$ cat src/rtl/sga_pkg.sv
package sga_pkg;

  // next grant number along the sorted vector
  function automatic int grant_next(int prev, int k, logic act, logic seg_start);
    if (!act) return k;
    if (seg_start) return 0;
    if (prev >= k) return k;
    return prev + 1;
  endfunction

endpackage

$ cat src/rtl/sga_seg_count.sv
module sga_seg_count #(
  parameter int N  = 8,
  parameter int K  = 2,
  parameter int AW = 3,
  parameter int GW = 2
) (
  input  logic [N-1:0]    act_i,
  input  logic [N*AW-1:0] dst_i,
  output logic [N*GW-1:0] grant_o
);
  logic [GW-1:0] g [N];
  logic [N-1:0]  seg_start;

  for (genvar i = 0; i < N; i++) begin : g_pos
    if (i == 0) begin : g_first
      assign seg_start[i] = 1'b1;
      assign g[i] = GW'(sga_pkg::grant_next(0, K, act_i[i], seg_start[i]));
    end else begin : g_rest
      assign seg_start[i] = !act_i[i-1] ||
                            (dst_i[i*AW +: AW] != dst_i[(i-1)*AW +: AW]);
      assign g[i] = GW'(sga_pkg::grant_next(int'(g[i-1]), K, act_i[i], seg_start[i]));
    end
    assign grant_o[i*GW +: GW] = g[i];
  end
endmodule

$ cat src/rtl/sga_ack_map.sv
module sga_ack_map #(
  parameter int N  = 8,
  parameter int K  = 2,
  parameter int AW = 3,
  parameter int GW = 2
) (
  input  logic [N-1:0]    act_i,
  input  logic [N*AW-1:0] src_i,
  input  logic [N*GW-1:0] grant_i,
  input  logic [N-1:0]    win_i,
  output logic [N*GW-1:0] ack_grant_o,
  output logic [N-1:0]    ack_win_o
);
  for (genvar s = 0; s < N; s++) begin : g_src
    logic [GW-1:0] ag;
    logic          aw;
    always_comb begin
      ag = GW'(K);
      aw = 1'b0;
      for (int i = 0; i < N; i++) begin
        if (act_i[i] && (src_i[i*AW +: AW] == AW'(s))) begin
          ag = grant_i[i*GW +: GW];
          aw = win_i[i];
        end
      end
    end
    assign ack_grant_o[s*GW +: GW] = ag;
    assign ack_win_o[s]            = aw;
  end
endmodule

$ cat src/rtl/sorted_grant_alloc.sv
module sorted_grant_alloc #(
  parameter int N = 8,
  parameter int K = 2,
  localparam int AW = (N > 1) ? $clog2(N) : 1,
  localparam int GW = $clog2(K) + 1,
  localparam int RW = (K > 1) ? $clog2(K) : 1
) (
  input  logic            clk_i,
  input  logic            rst_ni,
  input  logic            valid_i,
  input  logic [N-1:0]    act_i,
  input  logic [N*AW-1:0] dst_i,
  input  logic [N*AW-1:0] src_i,
  output logic            valid_o,
  output logic [N*GW-1:0] grant_o,
  output logic [N-1:0]    win_o,
  output logic [N*RW-1:0] ridx_o,
  output logic [N-1:0]    ack_win_o,
  output logic [N*GW-1:0] ack_grant_o
);
  logic [N*GW-1:0] grant_d, ack_grant_d;
  logic [N-1:0]    win_d, ack_win_d;
  logic [N*RW-1:0] ridx_d;

  sga_seg_count #(.N(N), .K(K), .AW(AW), .GW(GW)) u_count (
    .act_i   (act_i),
    .dst_i   (dst_i),
    .grant_o (grant_d)
  );

  for (genvar i = 0; i < N; i++) begin : g_win
    assign win_d[i] = grant_d[i*GW +: GW] < GW'(K);
    assign ridx_d[i*RW +: RW] = win_d[i] ? grant_d[i*GW +: RW] : '0;
  end

  sga_ack_map #(.N(N), .K(K), .AW(AW), .GW(GW)) u_ack (
    .act_i       (act_i),
    .src_i       (src_i),
    .grant_i     (grant_d),
    .win_i       (win_d),
    .ack_grant_o (ack_grant_d),
    .ack_win_o   (ack_win_d)
  );

  always_ff @(posedge clk_i or negedge rst_ni) begin
    if (!rst_ni) begin
      valid_o     <= 1'b0;
      grant_o     <= '0;
      win_o       <= '0;
      ridx_o      <= '0;
      ack_win_o   <= '0;
      ack_grant_o <= '0;
    end else begin
      valid_o <= valid_i;
      if (valid_i) begin
        grant_o     <= grant_d;
        win_o       <= win_d;
        ridx_o      <= ridx_d;
        ack_win_o   <= ack_win_d;
        ack_grant_o <= ack_grant_d;
      end
    end
  end
endmodule

$ cat config.mk
export PLATFORM = sky130hd
export DESIGN_NAME = sorted_grant_alloc
export DESIGN_NICKNAME = d
export VERILOG_FILES = /design/src/rtl/sga_pkg.sv /design/src/rtl/sga_seg_count.sv /design/src/rtl/sga_ack_map.sv /design/src/rtl/sorted_grant_alloc.sv
export SDC_FILE = /design/constraint.sdc
export NUM_CORES = 1
export LEC_CHECK = 0
export ABC_AREA = 1
export BUFFER_PORTS_ARGS = -buffer_cell sky130_fd_sc_hd__buf_2
export CAP_MARGIN = 15
export CELL_PAD_IN_SITES_DETAIL_PLACEMENT = 1
export CELL_PAD_IN_SITES_GLOBAL_PLACEMENT = 2
export CORE_UTILIZATION = 27
export CTS_CLUSTER_DIAMETER = 200
export DETAILED_ROUTE_END_ITERATION = 10
export HOLD_SLACK_MARGIN = 0.08
export PLACE_DENSITY_LB_ADDON = 0.3
export SYNTH_ARGS = -nofsm -noshare
export SYNTH_HDL_FRONTEND = slang
export SYNTH_SLANG_ARGS = --single-unit
$ cat constraint.sdc
create_clock -name clk_i -period 1.1 [get_ports clk_i]
set_clock_uncertainty 0.1 [all_clocks]
set_input_delay 0.11 -clock clk_i [delete_from_list [all_inputs] [get_ports clk_i]]
set_output_delay 0.11 -clock clk_i [all_outputs]
set_load 0.03 [all_outputs]
==> key figures, run 1 <==
Power and ir drop
  – Power share of the clock group: 0.261
  – Sequential power share: 0.352
  – Worst vdd ir: 648 µV
  – Logic pwr share: 0.387
  – Leakage: 4.05 nW
  – PwrDens: 874 nW/µm²
  – Internal power: 4.10 mW
  – Sw frac: 0.375
  – Net Sw Power: 2.47 mW

Worst setup path
  – Critical Path, Cell by Cell: buf_8 -> xnor2_4 -> nand2_2 -> nor2_4 -> nand2_4 -> buf_12 -> a21oi_1 -> nand2_4 -> nand2_2 -> nand2_2
  – Highest-delay cell along the critical path: a21oi_1
  – Crit-path most repeated cell: nand2_2
  – Setup crit end kind: flop
  – WP buf/inv: 2
  – CP required: 1.20 ns
  – Crit path DAT: 1.42 ns
  – Crit-path max cell delay: 0.21 ns
  – Setup crit start kind: input pin
  – Kind of critical path: input pin to flop
  – Worst path top cell family by delay: simple AND/OR/NAND/NOR gates
  – Maximum fanout along the worst path: 7

STA
  – Final worst slack: -0.225 ns
  – Setup TNS: -4.66 ns
  – Final Cycle Share: 1.20
  – RSZ-0062 raised after global routing: true
  – Final setup fails: 30
  – Final Hold Viols: 0
  – Final hold slack: 0.0801 ns
  – Max Slew Vio Count: 0
  – Highest Clock Rate: 755 MHz
  – Post-route minimum period: 1.32 ns

CTS
  – CTS Sinks: 55
  – Clk slew on worst S/H paths: 0.08 ns
  – CTS Root Cell: clkbuf_16
  – H-tree depth: 2
  – Skew-Pair Late Insertion Delay: 0.30 ns
  – CTS tree: done
  – CTS max path bufs: 2
  – CTS Buf Count: 5

Synth
  – Synth cell types: 37
  – Synthesized area: 4490 µm²
  – Synth Warn #: 0
  – Synth Register Bits: 55
  – Syn Area/Cell: 5.93 µm²
  – Seq/Total Area, Yosys: 0.307
  – Post-synthesis cell count: 757

Global routing
  – GRT Overall Usage: 0.226
  – First-pass GRT wire length: 30,000 µm
  – Initial antenna violation count: 0
  – Largest net degree at the start of global routing: 56
  – Grt ovf: 0
  – Vias in the first global route: 5,932

Routing
  – DR iter-0 viols: 221
  – Highest metal used: met4
  – Antenna violation net count after detailed routing: 0
  – M1 WL: 8070 µm
  – WL per Instance: 16.0 µm
  – Met2 routed WL: 10,100 µm
  – Detail Route met3 WL: 491 µm
  – DR vias: 5,513
  – Routed WL: 19,200 µm
  – Vias per cell: 4.60
  – Drt pass-1 iters: 4
  – Drt drc: 0

Layout
  – Most common cell after layout, fill and taps aside: nand2_1
  – ANT cells: 0
  – Area grow syn2layout: 67.6%
  – Fillcell total: 2,042
  – Layout cells sized above 1: 0.455
  – Most frequent cells in the layout: nand2_1, buf_4, nor2_1
  – Final net count: 1,041

Placed design
  – Pre-CTS setup slack: -0.699 ns
  – IO Port Bufs: 113
  – Hpwl dp: 15,000 µm
  – Gpl congestion: 0.930

Worst hold path
  – Hold/Removal Path Class: input pin to flop

Die
  – Row cnt: 46
  – Die area: 17,100 µm²
  – Core area: 16,100 µm²
  – Die width: 131 µm
  – Starting Density: 0.279
  – Count of boundary I/O pins: 116
  – Die Span Y: 131 µm

Run
  – Maxcap violations: 0

Run status
  – Status: complete, but fails checks
  – Failing checks: setup timing
## stage by stage
| stage | util | instance area [µm²] | instances | power, mW |
|---|---|---|---|---|
| final | 0.468 | 7520 | 1199 | 6.57 |
| after global routing | 0.468 | 7520 | 1199 | 6.91 |
| after CTS | 0.435 | 6990 | 1190 | 6.42 |
| after detailed placement | 0.388 | 6220 | 1169 | 4.45 |
| after global placement | 0.388 | 6220 | 1169 | 4.40 |
| after floorplan | - | 4670 | 758 | 3.54 |
## cell usage after synthesis, drive strengths merged
cell,instances,share of area
o21bai,2,0.0033
nor3,7,0.017
inv,119,0.10
clkinv,1,0.00084
a31oi,5,0.0070
nor2,106,0.10
nand4,4,0.0089
clkbuf,5,0.0042
nand3,47,0.059
a21oi,52,0.066
nand2,309,0.26
buf,8,0.011
xnor2,3,0.0059
conb,1,0.00084
o31ai,1,0.0017
dfrtp,55,0.31
nand3b,1,0.0017
or2,2,0.0028
o21a,7,0.012
o211ai,4,0.0067
xor2,2,0.0039
o21ai,16,0.018
## final cells by class
type,count,area (µm²),share of cell area
clock inverter,2,16.3,0.00216
inverter,120,522,0.0694
sequential,55,1380,0.183
clock buffer,6,139,0.0185
multi-input combinational,570,3300,0.439
timing repair buffer,230,1900,0.252
tap,216,270,0.0359
## final timing paths
path                           startpoint              to  slack, ns  depth (start not counted)
min reg2reg                      win_o[0]        win_o[0]       0.37                          2
max                             dst_i[17]    ack_win_o[6]      -0.22                         10
max reg2reg                ack_grant_o[8]  ack_grant_o[8]       0.11                          4
max in group asynchronous          rst_ni      grant_o[1]       0.40                          3
min in group asynchronous          rst_ni        win_o[7]       0.24                          3
min                              act_i[1]        win_o[1]       0.08                          4
## power by group through the flow
stage          Sequential [mW]  Clock [mW]  Combinational [mW]
3_5_place_dp              2.34           0                2.11
5_1_grt                   2.33        1.81                2.76
2_1_floorplan             2.68           0               0.857
4_1_cts                   2.31        1.77                2.35
3_3_place_gp              2.34           0                2.07
6_report                  2.31        1.71                2.55
## metal layers
| layer | global-route usage | vias to the layer above |
|---|---|---|
| li1 | - | 2769 |
| met1 | 0.269 | 2614 |
| met2 | 0.420 | 102 |
| met3 | 0.0252 | 28 |
| met4 | 0.0764 | 0 |
| met5 | 0 | - |
## cell families (layout without fill, tap and decap cells)
| kind of cell | after synthesis | count (layout) | synth area share |
|---|---|---|---|
| DFF | 55 | 55 | 0.307 |
| other | 1 | 2 | 0.000836 |
| and+or+nand+nor | 476 | 476 | 0.454 |
| AOI/OAI and AO/OA | 87 | 87 | 0.114 |
| buffers and inverters | 133 | 358 | 0.115 |
| xor gates and xnor gates | 5 | 5 | 0.00976 |
## timing repair
action,in CTS,in global routing
endpoints found under the hold margin,56,1
hold buffers,2,1
setup endpoints to repair,53,66
resized for setup,147,161
setup buffers,12,10
pin swaps,55,74
## state kept, by name, indices dropped and copies added, names as in the netlist
| name | flops |
|---|---|
| grant_o | 15 |
| valid_o | 1 |
| ridx_o | 7 |
| win_o | 8 |
| ack_grant_o | 16 |
| ack_win_o | 8 |
## worst register-to-register path, cell delays in order (launching register included)
cell     delay (ns)
dfrtp_1        0.45
inv_1          0.08
nor2_1         0.04
a31oi_1        0.14
nand2_1        0.07
Note: power is estimated with default switching activity, not from simulation.
==> run 2, diff against run 1 <==
ABC_AREA = 0   (was 1)
CORE_UTILIZATION = 30   (was 27)
==> run 2 against run 1 <==
  * The run still ends with setup timing left
  * Sequential power about the same
  * Synthesized cell count down 35%
  * Register-to-register slack worse by 0.08 ns
  * Worst setup slack worse by 0.50 ns
  * Hold slack better by 0.048 ns
  * First-iteration DRC count up 34%
  * Highest routed layer unchanged
  * Critical path depth down 3
  * Global-route usage up 6.3 points
  * Synthesized area down 8.3%
  * Combinational power up 9.8%
  * Design area up 5.5%
  * Die area down 17%
==> key figures, run 2 <==
Routing
  – Drt drc: 0
  – DR vias: 5,410
  – Drt pass-1 iters: 8
  – Vias per cell: 5.52
  – DR iter-0 viols: 296
  – Antenna violation net count after detailed routing: 0
  – Routed WL: 21,300 µm
  – WL per Instance: 21.7 µm

CTS
  – CTS tree: done
  – CTS Sinks: 55
  – H-tree depth: 2
  – CTS Root Cell: clkbuf_16
  – CTS max path bufs: 2
  – CTS Buf Count: 5
  – Skew-Pair Late Insertion Delay: 0.31 ns
  – Clk slew on worst S/H paths: 0.07 ns

Worst setup path
  – Setup crit end kind: flop
  – Worst path top cell family by delay: simple AND/OR/NAND/NOR gates
  – Maximum fanout along the worst path: 6
  – Crit-path max cell delay: 0.66 ns
  – Highest-delay cell along the critical path: or4b_4
  – Crit path DAT: 1.91 ns
  – Setup crit start kind: input pin
  – Setup crit end: ack_win_o[7]
  – WP buf/inv: 1
  – Reg-to-reg setup timing slack: 0.03 ns
  – RR Endpoint: grant_o[11]
  – R2R Path Start: grant_o[11]
  – Kind of critical path: input pin to flop
  – CP startpoint: dst_i[7]
  – Critical Path, Cell by Cell: buf_8 -> xor2_4 -> or4b_4 -> nor2_4 -> o2111a_2 -> nor4b_4 -> a221o_1
  – CP required: 1.19 ns
  – Stages on the worst setup path: 7
  – Reg2Reg Depth: 4

Global routing
  – Vias in the first global route: 5,479
  – Initial antenna violation count: 0
  – First-pass GRT wire length: 31,200 µm
  – GRT Overall Usage: 0.289
  – Grt ovf: 0
  – Largest net degree at the start of global routing: 56

Placed design
  – Gpl congestion: 0.940
  – IO Port Bufs: 113
  – Post-DP Area: 6380 µm²
  – Pre-CTS setup slack: -1.35 ns
  – Hpwl dp: 15,500 µm
  – Inst Count DP: 928

STA
  – Final Cycle Share: 1.66
  – Worst slew margin: 0.618
  – Highest Clock Rate: 549 MHz
  – Post-route minimum period: 1.82 ns
  – RSZ-0062 raised after global routing: true
  – Final Hold Viols: 0
  – Max Slew Vio Count: 0
  – Worst-Margin Slew: 0.565 ns
  – Final setup fails: 49
  – Final worst slack: -0.723 ns

Synth
  – EDFF count, synth: 0
  – Seq/Total Area, Yosys: 0.334
  – Post-synth top cells: dfrtp_1, nand2_1, o21ai_0
  – Synth cell types: 69
  – Syn Area/Cell: 8.38 µm²
  – Top post-synthesis cells by area: dfrtp_1, nand2_1, o21ai_0
  – Synth Register Bits: 55
  – Top-count cell post-synth: dfrtp_1
  – Commonest register cell after synthesis: dfrtp_1
  – Asr flop ratio synth: 1.00
  – Post-synth top area share: 0.334
  – Synthesized area: 4120 µm²
  – Yosys top cell by area: dfrtp_1
  – Post-synthesis cell count: 491
  – Synth Warn #: 0

Layout
  – Layout cells sized above 1: 0.547
  – Area grow syn2layout: 92.8%
  – Final net count: 862
  – Final instance area: 7930 µm²
  – Reg with most FFs: ack_grant_o
  – Largest registers: ack_grant_o: 16 flops, grant_o: 15 flops
  – Most frequent cells in the layout: buf_4, buf_6, buf_2
  – Layout Cells excl Fill: 980
  – Most common cell after layout, fill and taps aside: buf_4
  – Fillcell total: 1,497
  – ANT cells: 0
  – Number of flip-flops in the largest register: 16

Power and ir drop
  – Worst vdd ir: 583 µV
  – PwrDens: 852 nW/µm²
  – Overall power consumption: 6.76 mW
  – Leakage: 3.58 nW

Die
  – Row cnt: 42
  – Count of boundary I/O pins: 116
  – Core area: 13,300 µm²
  – Die Span Y: 119 µm
  – Die width: 119 µm
  – Die area: 14,200 µm²
  – Starting Density: 0.310

Run status
  – Status: complete, but fails checks
  – Failing checks: setup timing

Worst hold path
  – Hold/Removal Path Class: input pin to flop

Run
  – Maxcap violations: 0
-- run 2: cell count changes after synthesis, sizes merged, moves of 11 or more --
cell and change:
o31ai +11, inv -107, a21oi -41, nand2 -257, o21ai +21, clkbuf +21
nor2 -75, nand3 -19
-- run 2: cell families after synthesis --
family / Yosys count / share of synthesized area
and+or+nand+nor: 219 / 0.310
AOI/OAI and AO/OA: 146 / 0.250
DFF: 55 / 0.334
buffers and inverters: 43 / 0.0432
xor gates and xnor gates: 21 / 0.0447
muxes: 6 / 0.0164
other: 1 / 0.000911
-- run 2: worst register-to-register path, stage by stage (launching register included) --
cell and delay [ns]:
dfrtp_1 0.39, buf_4 0.13, buf_4 0.12, nor2_1 0.17, a31oi_4 0.04
-- run 2: how the worst min path moves through the flow --
stage | start | endpoint | cells after the start
after global placement | rst_ni | ridx_o[6] | 2
after detailed placement | rst_ni | ridx_o[1] | 2
after global routing | act_i[3] | win_o[3] | 3
final | act_i[3] | win_o[3] | 3
after floorplan | rst_ni | ack_grant_o[0] | 0
after CTS | act_i[3] | win_o[3] | 3
-- run 2: final cells by class --
class                           instances  area [µm²]  area share
Sequential cell                        55        1380       0.174
Clock buffer                            6         129      0.0162
Timing Repair Buffer                  333        2760       0.348
Multi-Input combinational cell        396        3390       0.427
Inverter                               12        45.0     0.00568
Tap cell                              176         220      0.0278
Clock inverter                          2        12.5     0.00158
-- run 2: routing by layer --
| metal | wire length, µm | track usage | part of all wire | up-vias |
|---|---|---|---|---|
| met5 | 0 | 0 | 0 | - |
| met2 | 11100 | 0.513 | 0.52 | 145 |
| met4 | 629 | 0.114 | 0.030 | 0 |
| met3 | 800 | 0.0364 | 0.038 | 39 |
| met1 | 8820 | 0.353 | 0.41 | 2717 |
| li1 | - | - | - | 2509 |
-- run 2: metrics by stage --
step | util | TNS [ns] | hold WS, ns
finish | 0.597 | -18.82 | 0.128
global route | 0.597 | -20.41 | 0.135
CTS | 0.546 | -17.52 | 0.0913
detailed placement | 0.480 | -38.93 | 0.0383
global placement | 0.480 | -37.29 | 0.0345
floorplan | - | -18.30 | -0.286
-- run 2: report_power, final --
part / switching [mW] / internal [mW]
sequential: 0.119 / 2.20
combinational: 1.48 / 1.32
clock: 0.800 / 0.845
total: 2.39 / 4.36
-- run 2: what timing repair did --
item | 4_1_cts | 5_1_grt
cloned | 2 | 0
resized for setup | 139 | 146
hold buffers | 2 | 0
setup buffers | 16 | 29
setup endpoints to repair | 63 | 85
pin swaps | 28 | 56
endpoints found under the hold margin | 56 | 0
